===== src/rtl/rp_pkg.sv =====
package rp_pkg;

  typedef enum logic [1:0] {
    RM_NORMAL = 2'd0,
    RM_BIN    = 2'd1,
    RM_SHIFT  = 2'd2
  } rd_mode_e;

  typedef enum logic [2:0] {
    PH_IDLE = 3'd0,
    PH_LS   = 3'd1,
    PH_SET  = 3'd2,
    PH_SHS  = 3'd3,
    PH_RST  = 3'd4,
    PH_SHR  = 3'd5
  } phase_e;

  typedef enum logic [1:0] {
    FS_IDLE = 2'd0,
    FS_HEAD = 2'd1,
    FS_WAIT = 2'd2,
    FS_BUSY = 2'd3
  } fstate_e;

  // Unused code 3 falls back to single-row readout.
  function automatic rd_mode_e decode_mode(input logic [1:0] code);
    case (code)
      2'd1:    decode_mode = RM_BIN;
      2'd2:    decode_mode = RM_SHIFT;
      default: decode_mode = RM_NORMAL;
    endcase
  endfunction

endpackage


===== src/rtl/rp_phase_timer.sv =====
module rp_phase_timer
  import rp_pkg::*;
#(
  parameter int T_SET = 2,
  parameter int T_SHS = 3,
  parameter int T_RST = 2,
  parameter int T_SHR = 3
) (
  input  logic   clk,
  input  logic   rst_n,
  input  logic   start,
  output phase_e phase,
  output logic   done
);

  localparam int T_MAX01 = (T_SET > T_SHS) ? T_SET : T_SHS;
  localparam int T_MAX23 = (T_RST > T_SHR) ? T_RST : T_SHR;
  localparam int T_MAX   = (T_MAX01 > T_MAX23) ? T_MAX01 : T_MAX23;
  localparam int CNT_W   = (T_MAX > 1) ? $clog2(T_MAX) : 1;

  logic [CNT_W-1:0] cnt;
  logic [CNT_W-1:0] last_cnt;

  always_comb begin
    case (phase)
      PH_SET:  last_cnt = CNT_W'(T_SET - 1);
      PH_SHS:  last_cnt = CNT_W'(T_SHS - 1);
      PH_RST:  last_cnt = CNT_W'(T_RST - 1);
      PH_SHR:  last_cnt = CNT_W'(T_SHR - 1);
      default: last_cnt = '0;
    endcase
  end

  always_ff @(posedge clk or negedge rst_n) begin
    if (!rst_n) begin
      phase <= PH_IDLE;
      cnt   <= '0;
    end else begin
      case (phase)
        PH_IDLE: begin
          if (start) phase <= PH_LS;
          cnt <= '0;
        end
        PH_LS: begin
          phase <= PH_SET;
          cnt   <= '0;
        end
        default: begin
          if (cnt == last_cnt) begin
            cnt <= '0;
            case (phase)
              PH_SET:  phase <= PH_SHS;
              PH_SHS:  phase <= PH_RST;
              PH_RST:  phase <= PH_SHR;
              default: phase <= PH_IDLE;
            endcase
          end else begin
            cnt <= cnt + 1'b1;
          end
        end
      endcase
    end
  end

  assign done = (phase == PH_SHR) && (cnt == last_cnt);

  AST_START_WHEN_IDLE: assert property (@(posedge clk) disable iff (!rst_n)
    start |-> phase == PH_IDLE);

  AST_SHR_AFTER_RST: assert property (@(posedge clk) disable iff (!rst_n)
    (phase == PH_SHR && $past(phase) != PH_SHR) |-> $past(phase) == PH_RST);

  AST_SHS_AFTER_SET: assert property (@(posedge clk) disable iff (!rst_n)
    (phase == PH_SHS && $past(phase) != PH_SHS) |-> $past(phase) == PH_SET);

endmodule


===== src/rtl/rp_slot_map.sv =====
module rp_slot_map
  import rp_pkg::*;
#(
  parameter int ROW_W      = 10,
  parameter bit EVEN_FIRST = 1'b1,
  localparam int PAIR_W    = ROW_W - 1
) (
  input  rd_mode_e          mode,
  input  logic [ROW_W-1:0]  slot,
  input  logic [PAIR_W-1:0] npairs,
  output logic              sel_even,
  output logic              sel_odd,
  output logic              nobin,
  output logic [PAIR_W-1:0] even_pair,
  output logic [PAIR_W-1:0] odd_pair,
  output logic              last_slot
);

  logic [PAIR_W-1:0] slot_lo;
  logic [PAIR_W-1:0] slot_half;
  logic              slot_par;
  logic              norm_even;

  assign slot_lo   = slot[PAIR_W-1:0];
  assign slot_half = slot[ROW_W-1:1];
  assign slot_par  = slot[0];

  // Order of the two rows of a pair in normal mode.
  generate
    if (EVEN_FIRST) begin : g_even_first
      assign norm_even = ~slot_par;
    end else begin : g_odd_first
      assign norm_even = slot_par;
    end
  endgenerate

  always_comb begin
    sel_even  = 1'b0;
    sel_odd   = 1'b0;
    nobin     = 1'b1;
    even_pair = '0;
    odd_pair  = '0;
    last_slot = 1'b0;
    case (mode)
      RM_BIN: begin
        sel_even  = 1'b1;
        sel_odd   = 1'b1;
        nobin     = 1'b0;
        even_pair = slot_lo;
        odd_pair  = slot_lo;
        last_slot = (slot == ({1'b0, npairs} - 1'b1));
      end
      RM_SHIFT: begin
        last_slot = (slot == {1'b0, npairs});
        if (slot == '0) begin
          sel_even = 1'b1;
        end else if (last_slot) begin
          sel_odd  = 1'b1;
          odd_pair = npairs - 1'b1;
        end else begin
          sel_even  = 1'b1;
          sel_odd   = 1'b1;
          nobin     = 1'b0;
          even_pair = slot_lo;
          odd_pair  = slot_lo - 1'b1;
        end
      end
      default: begin
        last_slot = (slot == {npairs - 1'b1, 1'b1});
        if (norm_even) begin
          sel_even  = 1'b1;
          even_pair = slot_half;
        end else begin
          sel_odd  = 1'b1;
          odd_pair = slot_half;
        end
      end
    endcase
  end

endmodule


===== src/rtl/rp_frame_ctl.sv =====
module rp_frame_ctl
  import rp_pkg::*;
#(
  parameter int ROW_W   = 10,
  localparam int PAIR_W = ROW_W - 1
) (
  input  logic              clk,
  input  logic              rst_n,
  input  logic              frame_go,
  input  logic [1:0]        mode_in,
  input  logic [ROW_W-1:0]  rows_in,
  input  logic              line_rdy,
  input  logic              tmr_done,
  input  logic              last_slot,
  output rd_mode_e          mode_q,
  output logic [PAIR_W-1:0] npairs_q,
  output logic [ROW_W-1:0]  slot,
  output logic              tmr_start,
  output logic              frame_start,
  output logic              frame_end
);

  fstate_e state;

  always_ff @(posedge clk or negedge rst_n) begin
    if (!rst_n) begin
      state     <= FS_IDLE;
      mode_q    <= RM_NORMAL;
      npairs_q  <= '0;
      slot      <= '0;
      frame_end <= 1'b0;
    end else begin
      case (state)
        FS_IDLE: begin
          if (frame_go) begin
            mode_q    <= decode_mode(mode_in);
            npairs_q  <= rows_in[ROW_W-1:1];
            slot      <= '0;
            frame_end <= 1'b0;
            state     <= FS_HEAD;
          end
        end
        FS_HEAD: state <= FS_WAIT;
        FS_WAIT: if (line_rdy) state <= FS_BUSY;
        default: begin
          if (tmr_done) begin
            if (last_slot) begin
              frame_end <= 1'b1;
              state     <= FS_IDLE;
            end else begin
              slot  <= slot + 1'b1;
              state <= FS_WAIT;
            end
          end
        end
      endcase
    end
  end

  assign tmr_start   = (state == FS_WAIT) && line_rdy;
  assign frame_start = (state == FS_HEAD);

  AST_CFG_FROZEN: assert property (@(posedge clk) disable iff (!rst_n)
    (state != FS_IDLE && $past(state) != FS_IDLE) |-> ($stable(mode_q) && $stable(npairs_q)));

  AST_FEND_HELD: assert property (@(posedge clk) disable iff (!rst_n)
    (frame_end && !(state == FS_IDLE && frame_go)) |=> frame_end);

  AST_DONE_IN_BUSY: assert property (@(posedge clk) disable iff (!rst_n)
    tmr_done |-> state == FS_BUSY);

endmodule


===== src/rtl/rp_row_pair_seq.sv =====
module rp_row_pair_seq
  import rp_pkg::*;
#(
  parameter int ROW_W      = 10,
  parameter bit EVEN_FIRST = 1'b1,
  parameter int T_SET      = 2,
  parameter int T_SHS      = 3,
  parameter int T_RST      = 2,
  parameter int T_SHR      = 3,
  localparam int PAIR_W    = ROW_W - 1
) (
  input  logic              clk,
  input  logic              rst_n,
  input  logic              frame_go,
  input  logic [1:0]        mode_sel,
  input  logic [ROW_W-1:0]  num_rows,
  input  logic              line_rdy,
  output logic              frame_start,
  output logic              line_start,
  output logic              sel_even,
  output logic              sel_odd,
  output logic              nobin_sw,
  output logic [PAIR_W-1:0] even_pair,
  output logic [PAIR_W-1:0] odd_pair,
  output logic              shs,
  output logic              row_rst,
  output logic              shr,
  output logic              frame_end
);

  rd_mode_e          mode_q;
  logic [PAIR_W-1:0] npairs_q;
  logic [ROW_W-1:0]  slot;
  logic              tmr_start;
  logic              tmr_done;
  logic              last_slot;
  phase_e            phase;
  logic              active;

  logic              m_even, m_odd, m_nobin;
  logic [PAIR_W-1:0] m_even_pair, m_odd_pair;

  rp_frame_ctl #(.ROW_W(ROW_W)) u_frame (
    .clk         (clk),
    .rst_n       (rst_n),
    .frame_go    (frame_go),
    .mode_in     (mode_sel),
    .rows_in     (num_rows),
    .line_rdy    (line_rdy),
    .tmr_done    (tmr_done),
    .last_slot   (last_slot),
    .mode_q      (mode_q),
    .npairs_q    (npairs_q),
    .slot        (slot),
    .tmr_start   (tmr_start),
    .frame_start (frame_start),
    .frame_end   (frame_end)
  );

  rp_phase_timer #(
    .T_SET (T_SET),
    .T_SHS (T_SHS),
    .T_RST (T_RST),
    .T_SHR (T_SHR)
  ) u_timer (
    .clk   (clk),
    .rst_n (rst_n),
    .start (tmr_start),
    .phase (phase),
    .done  (tmr_done)
  );

  rp_slot_map #(.ROW_W(ROW_W), .EVEN_FIRST(EVEN_FIRST)) u_map (
    .mode      (mode_q),
    .slot      (slot),
    .npairs    (npairs_q),
    .sel_even  (m_even),
    .sel_odd   (m_odd),
    .nobin     (m_nobin),
    .even_pair (m_even_pair),
    .odd_pair  (m_odd_pair),
    .last_slot (last_slot)
  );

  assign active     = (phase != PH_IDLE);
  assign line_start = (phase == PH_LS);
  assign shs        = (phase == PH_SHS);
  assign row_rst    = (phase == PH_RST);
  assign shr        = (phase == PH_SHR);
  assign sel_even   = active & m_even;
  assign sel_odd    = active & m_odd;
  assign nobin_sw   = active & m_nobin;
  assign even_pair  = (active & m_even) ? m_even_pair : '0;
  assign odd_pair   = (active & m_odd)  ? m_odd_pair  : '0;

  AST_NORMAL_SINGLE: assert property (@(posedge clk) disable iff (!rst_n)
    (mode_q == RM_NORMAL) |-> !(sel_even && sel_odd));

  AST_BIN_PAIRED: assert property (@(posedge clk) disable iff (!rst_n)
    (mode_q == RM_BIN && line_start) |-> (sel_even && sel_odd && !nobin_sw));

  AST_SHIFT_FIRST_ALONE: assert property (@(posedge clk) disable iff (!rst_n)
    (mode_q == RM_SHIFT && line_start && slot == '0) |-> (sel_even && !sel_odd && nobin_sw));

  AST_STROBE_UNDER_SEL: assert property (@(posedge clk) disable iff (!rst_n)
    (shs || row_rst || shr) |-> (sel_even || sel_odd));

  AST_SEL_STEADY: assert property (@(posedge clk) disable iff (!rst_n)
    (active && $past(active) && !line_start) |-> ($stable(sel_even) && $stable(sel_odd) && $stable(even_pair) && $stable(odd_pair)));

  AST_LINE_AFTER_RDY: assert property (@(posedge clk) disable iff (!rst_n)
    line_start |-> $past(line_rdy));

  AST_FSTART_NO_SLOT: assert property (@(posedge clk) disable iff (!rst_n)
    frame_start |-> !active);

endmodule


===== config.mk =====
export PLATFORM = sky130hd
export DESIGN_NAME = rp_row_pair_seq
export DESIGN_NICKNAME = d
export VERILOG_FILES = /design/src/rtl/rp_pkg.sv /design/src/rtl/rp_phase_timer.sv /design/src/rtl/rp_slot_map.sv /design/src/rtl/rp_frame_ctl.sv /design/src/rtl/rp_row_pair_seq.sv
export SDC_FILE = /design/constraint.sdc
export NUM_CORES = 1
export LEC_CHECK = 0
export BUFFER_PORTS_ARGS = -buffer_cell sky130_fd_sc_hd__buf_2
export CORE_AREA = 5 5 95 97
export DETAILED_ROUTE_END_ITERATION = 16
export DIE_AREA = 0 0 100 102
export GPL_ROUTABILITY_DRIVEN = 0
export MAX_ROUTING_LAYER = met4
export SLEW_MARGIN = 20
export SYNTH_ARGS = -nofsm -noshare
export SYNTH_HDL_FRONTEND = slang
export SYNTH_SLANG_ARGS = --single-unit

===== constraint.sdc =====
create_clock -name clk -period 5.65 [get_ports clk]
set_input_delay 0.2825 -clock clk [delete_from_list [all_inputs] [get_ports clk]]
set_output_delay 0.2825 -clock clk [all_outputs]
set_load 0.02 [all_outputs]

# Yosys cells after proc, flatten, opt, wreduce, memory -nomap -nowiden
# Cells that the tools add are included.
[word_totals] wordCells=96 in_bits=16 regBits=29 out_inout_bits=27
[classes] eq_ne=19 n_mux=42 n_reduce_logical=19 n_addsub=5 bitwise_logic=4
[op_table] cell="2-to-1 mux 9 bit" count=8
[op_table] cell="one-hot mux 9 bit (2 select lines)" count=2
[op_table] cell="2-to-1 mux 10 bit" count=3
[op_table] cell="equality test 10 bit" count=2
[op_table] cell="one-hot mux 10 bit (2 select lines)" count=1
[op_table] cell="subtractor 9 x 1 -> 9 bit, second input constant" count=2
[op_table] cell="2-to-1 mux 2 bit" count=6
[op_table] cell="adder 10 x 1 -> 10 bit, second input constant" count=1
[op_table] cell="equality test 10 x 9 -> 1 bit" count=1
[op_table] cell="logical NOT 10 bit" count=1
[op_table] cell="2-to-1 mux 1 bit" count=10
[op_table] cell="one-hot mux 1 bit (2 select lines)" count=5
[op_table] cell="subtractor 9 x 1 -> 10 bit, second input constant" count=1
[op_table] cell="one-hot mux 3 bit (3 select lines)" count=1
[op_table] cell="one-hot mux 2 bit (2 select lines)" count=2
[op_table] cell="AND reduction 4 bit" count=2
[op_table] cell="OR reduction 2 bit" count=4
[op_table] cell="equality test 2 x 1 -> 1 bit, second input constant" count=3
[op_table] cell="equality test 2 bit, second input constant" count=3
[op_table] cell="equality test 3 x 2 -> 1 bit, second input constant" count=2
[op_table] cell="equality test 3 bit, second input constant" count=2
[op_table] cell="2-to-1 mux 3 bit" count=2
[op_table] cell="inequality test 2 bit, second input constant" count=3
[op_table] cell="one-hot mux 2 bit (3 select lines)" count=1
[op_table] cell="other kinds (15)" count=21

# Logic depth before layout (Yosys ltp)
[depth] depth_word=7 ltp_mapped=13 ltp_nobuf=10

# Modules after synthesis
# Synthesis repeated with hierarchy kept, for this count alone.
[unflattened] cells_unflattened=389 area_unflattened_um2=3316.9
[by_module_without_submodules] mod="rp_slot_map" area_per_inst_um2=1463.9 seq_area_each_um2=0.0 instances=1 cells_per_inst=211
[by_module_without_submodules] mod="rp_frame_ctl" area_per_inst_um2=1192.4 seq_area_each_um2=600.6 instances=1 cells_per_inst=106
[by_module_without_submodules] mod="rp_row_pair_seq" area_per_inst_um2=334.1 seq_area_each_um2=0.0 instances=1 cells_per_inst=36
[by_module_without_submodules] mod="rp_phase_timer" area_per_inst_um2=326.6 seq_area_each_um2=125.1 instances=1 cells_per_inst=36

# Worst setup path after synthesis
# No wires, ideal clock.
[synth_path] path_type="reg-to-output" startpoint="register u_frame.slot[0]" endpoint="output even_pair[0]" setup_slack_ns=2.347 path_buffers=1 t_arrival_ns=3.020 t_required_ns=5.368 stages_incl_launch_ff=11 path_cell_list="dfrtp_1 clkbuf_1 inv_2 ha_1 nand3b_1 or3_1 nor3_1 o21ai_0 a311oi_1 o31ai_1 nor2_1"
[synth_via] elab_chain_cells=6 elab_cells_between_ends=12 cone_classes="eq/ne: 1; mux: 9; bitwise: 1; reduce/logical: 1"
[synth_rtl] element="start, declared" line="rp_frame_ctl.sv:17" rtl="output logic [ROW_W-1:0] slot,"
[synth_rtl] element="start signal, assigned" line="rp_frame_ctl.sv:51" rtl="slot <= slot + 1'b1;"
[synth_rtl] element="equality test 10 x 9 -> 1 bit" line="rp_slot_map.sv:54" rtl="last_slot = (slot == {1'b0, npairs});"
[synth_rtl] element="2-to-1 mux 1 bit" line="rp_slot_map.sv:57" rtl="end else if (last_slot) begin"
[synth_rtl] element="2-to-1 mux 1 bit" line="rp_slot_map.sv:55" rtl="if (slot == '0) begin"
[synth_rtl] element="one-hot mux 1 bit (2 select lines) *" line="rp_slot_map.sv:44" rtl="case (mode)"
[synth_rtl] element="bitwise AND 1 bit *"
[synth_rtl] element="named net sel_even" line="rp_row_pair_seq.sv:20" rtl="output logic sel_even,"
[synth_rtl] element="2-to-1 mux 9 bit *" line="rp_row_pair_seq.sv:93" rtl="assign even_pair = (active & m_even) ? m_even_pair : '0;"
[synth_rtl] element="end, declared" line="rp_row_pair_seq.sv:23" rtl="output logic [PAIR_W-1:0] even_pair,"
# The timed path passes the listed nets; every way through them passes the cells marked *.

# Worst setup path after layout
[layout_path] startpoint="register u_frame.slot[4]" endpoint="output even_pair[4]"
[layout_via] elab_chain_cells=6 elab_cells_between_ends=10 cone_classes="eq/ne: 1; mux: 7; bitwise: 1; reduce/logical: 1"
[layout_rtl] element="equality test 10 x 9 -> 1 bit" line="rp_slot_map.sv:54"
[layout_rtl] element="2-to-1 mux 1 bit" line="rp_slot_map.sv:57"
[layout_rtl] element="2-to-1 mux 1 bit" line="rp_slot_map.sv:55"
[layout_rtl] element="one-hot mux 1 bit (2 select lines)" line="rp_slot_map.sv:44"
[layout_rtl] element="bitwise AND 1 bit" line="rp_row_pair_seq.sv:93"
[layout_rtl] element="2-to-1 mux 9 bit *" line="rp_row_pair_seq.sv:93"
# Every way passes the cells marked *; elsewhere a longest branch is shown, timed or not.

==> out/metrics.cfg <==
[logic_synthesis]
synthesis.area_um2=2930
synth.distinct_cells=59
yosysMostFrequentCell=nor2_1
ys_top_cells_by_count=37 x nor2_1, 31 x nand2_1, 29 x dfrtp_1
syn_inst=377
synth_edf_count=0
ys_ff_latch=29
synthTopCellsByArea=dfrtp_1 25%, xor2_1 5.4%, xnor2_1 5.1%
synth_seq_area_share_pct=24.8
synthFlopType=dfrtp_1
synth.avg_cell_area_um2=7.76
synth.top_cell.area_share_pct=24.8
synth_area_leader_cell=dfrtp_1
yosys_warnings=0
synth_nets=403
async_reset_ff_share_pct=100

[route]
wl_per_cell_um=15.7
drt-pass1-iter-count=5
drt-vias-per-instance=5.63
ant_nets=0
wl_um=7840
num_vias=2810
drc=0
drtIter0Drc=220

[grt]
antenna_found_initial=0
grt_pass1_wl_um=13000
grt_pass1_vias=2681
grt_usage_pct=16.2
grt_max_degree=31
overflow=0

[cts]
post-cts-setup-buffers=0
clkLatencyLatePin_ns=0.28
post_cts_resized=0
root_buffer=clkbuf_8
cts.sinks=29
hold_buffers=0
numCtsBuffers=5
cts_max_level=2
clk_pin_slew_worst_paths_ns=0.06
cts_tree=done
clockBufferDepth=2

[cells_and_area]
layout-drive-gt1-share_pct=17.3
final_cells=499
nets=419
diodes=0
syn_to_final_growth_pct=9.97
fillers=845

[floorplan]
die_x_um=100
coreArea_um2=8050
start_util_pct=36.3
die-height_um=102
dieArea_um2=10200
num_rows=33
io_pins=43

[sta]
skew_ns=0.00397
setup_viol=0
timing.final.max_slew_violations=0
hold_viol=0
slew_headroom_pct=42.7
fin_crit_sh_pct=67.5
final.setup.tns_ns=0
period_needed_ns=3.82
rsz0062_at_grt=no
worst_slew_pin_slew_ns=0.852
fmax_mhz=262

[power]
peakVddDrop_uv=206
report.power.total_mw=2.16
pwr_density_cell_nw_per_um2=671
p_leak_nw=1.39

[placement]
hpwl_um=5670
dp_cells=491
port_buffers=41

[job]
max_cap_viol_count=0

[critical_path]
cp-end-kind=primary output
cp-start-kind=flop
cp_cell_sequence=xor2_1 -> nor4_1 -> nand3_1 -> nor2b_1 -> o31ai_1 -> nor2_1 -> buf_2
slowest_delay_ns=0.77
crit_required_ns=5.37
slowest_stage=dfrtp_1
crit_type=reg -> out
crit_fanout=15
crit_arrival_ns=3.53

[run_status]
status=completed

[worst_hold_path]
hp-class=in -> async

[metal layers]
| metal | global-route usage (%) | vias to the layer above | wire length [um] |
|---|---|---|---|
| met1 | 20.8 | 1301 | 3590 |
| met2 | 25.7 | 102 | 3490 |
| met3 | 2.39 | 16 | 571 |
| met5 | - | - | 0 |
| li1 | - | 1391 | - |
| met4 | 6.63 | 0 | 185 |
[final timing paths]
check	slack [ns]	from	endpoint	depth (start not counted)
max	1.83	u_frame.slot[4]	even_pair[4]	7
min	0.04	rst_n	u_frame.slot[4]	1
max reg2reg	2.08	u_frame.npairs_q[0]	u_frame.slot[1]	10
min reg2reg	0.47	u_frame.frame_end	u_frame.frame_end	2
max in group asynchronous	5.17	rst_n	u_frame.slot[0]	1
min in group clk	0.24	num_rows[6]	u_frame.npairs_q[5]	2
[sequential cells by signal, indices dropped and copies added (netlist names)]
name,cells
u_frame.state,2
u_frame.slot,10
u_timer.cnt,2
u_timer.phase,3
u_frame.npairs_q,9
u_frame.mode_q,2
u_frame.frame_end,1
[cell families (layout without fill, tap and decap cells)]
group | count (synthesis) | after routing | synth area share (%)
AND/OR/NAND/NOR | 137 | 137 | 24.0
AO/OA/AOI/OAI | 93 | 93 | 21.4
buffers and inverters | 51 | 68 | 6.93
XOR/XNOR | 35 | 35 | 10.5
flip-flops | 29 | 29 | 24.8
multiplexers | 22 | 22 | 8.04
adder cells (fa/ha/maj) | 10 | 10 | 4.28
[placed cells by master (no fill, tap or decap), types with 11 or more instances in the layout]
| master | Yosys | routed |
|---|---|---|
| nor3_1 | 14 | 14 |
| nor2_1 | 37 | 37 |
| inv_1 | 16 | 16 |
| buf_2 | 3 | 41 |
| o21ai_0 | 20 | 20 |
| xnor2_1 | 17 | 17 |
| a21oi_1 | 18 | 18 |
| nand2_1 | 31 | 31 |
| xor2_1 | 18 | 18 |
| dfrtp_1 | 29 | 29 |
| mux2_2 | 11 | 11 |
[cell type report]
| type | instances | area [um2] | area share (%) |
|---|---|---|---|
| multi-input cells | 297 | 2000 | 62.1 |
| flip-flops and latches | 29 | 726 | 22.6 |
| repair buffers | 42 | 213 | 6.61 |
| well taps | 105 | 131 | 4.08 |
| clock buffers | 6 | 72.6 | 2.26 |
| inverters | 18 | 67.6 | 2.10 |
| clock inverters | 2 | 10.0 | 0.311 |
[metrics by stage]
step                      hold slack (ns)  setup slack [ns]  util (%)  area (um2)
after floorplan                   -0.0131              2.35         -        2930
after detailed placement            0.363              2.10      38.9        3130
after CTS                          0.0580              1.90      40.0        3220
after global placement              0.352              2.12      38.9        3130
final                              0.0441              1.83      40.0        3220
after global routing               0.0976              1.54      40.0        3220
[power by group]
part	total (mW)	internal [mW]	switching, mW	leakage [nW]
clock	0.162	0.0851	0.0766	0.0450
combinational	1.41	0.602	0.803	0.975
sequential	0.590	0.301	0.290	0.366
[critical path: cells and delay by family (launching register included)]
kind	cells	cell delay [ns]
XOR/XNOR	1	0.14
AND/OR/NAND/NOR	4	1.43
buffers and inverters	1	0.19
flip-flops	1	0.77
AO/OA/AOI/OAI	1	0.71
No activity file was read; power rests on OpenSTA's default activity.
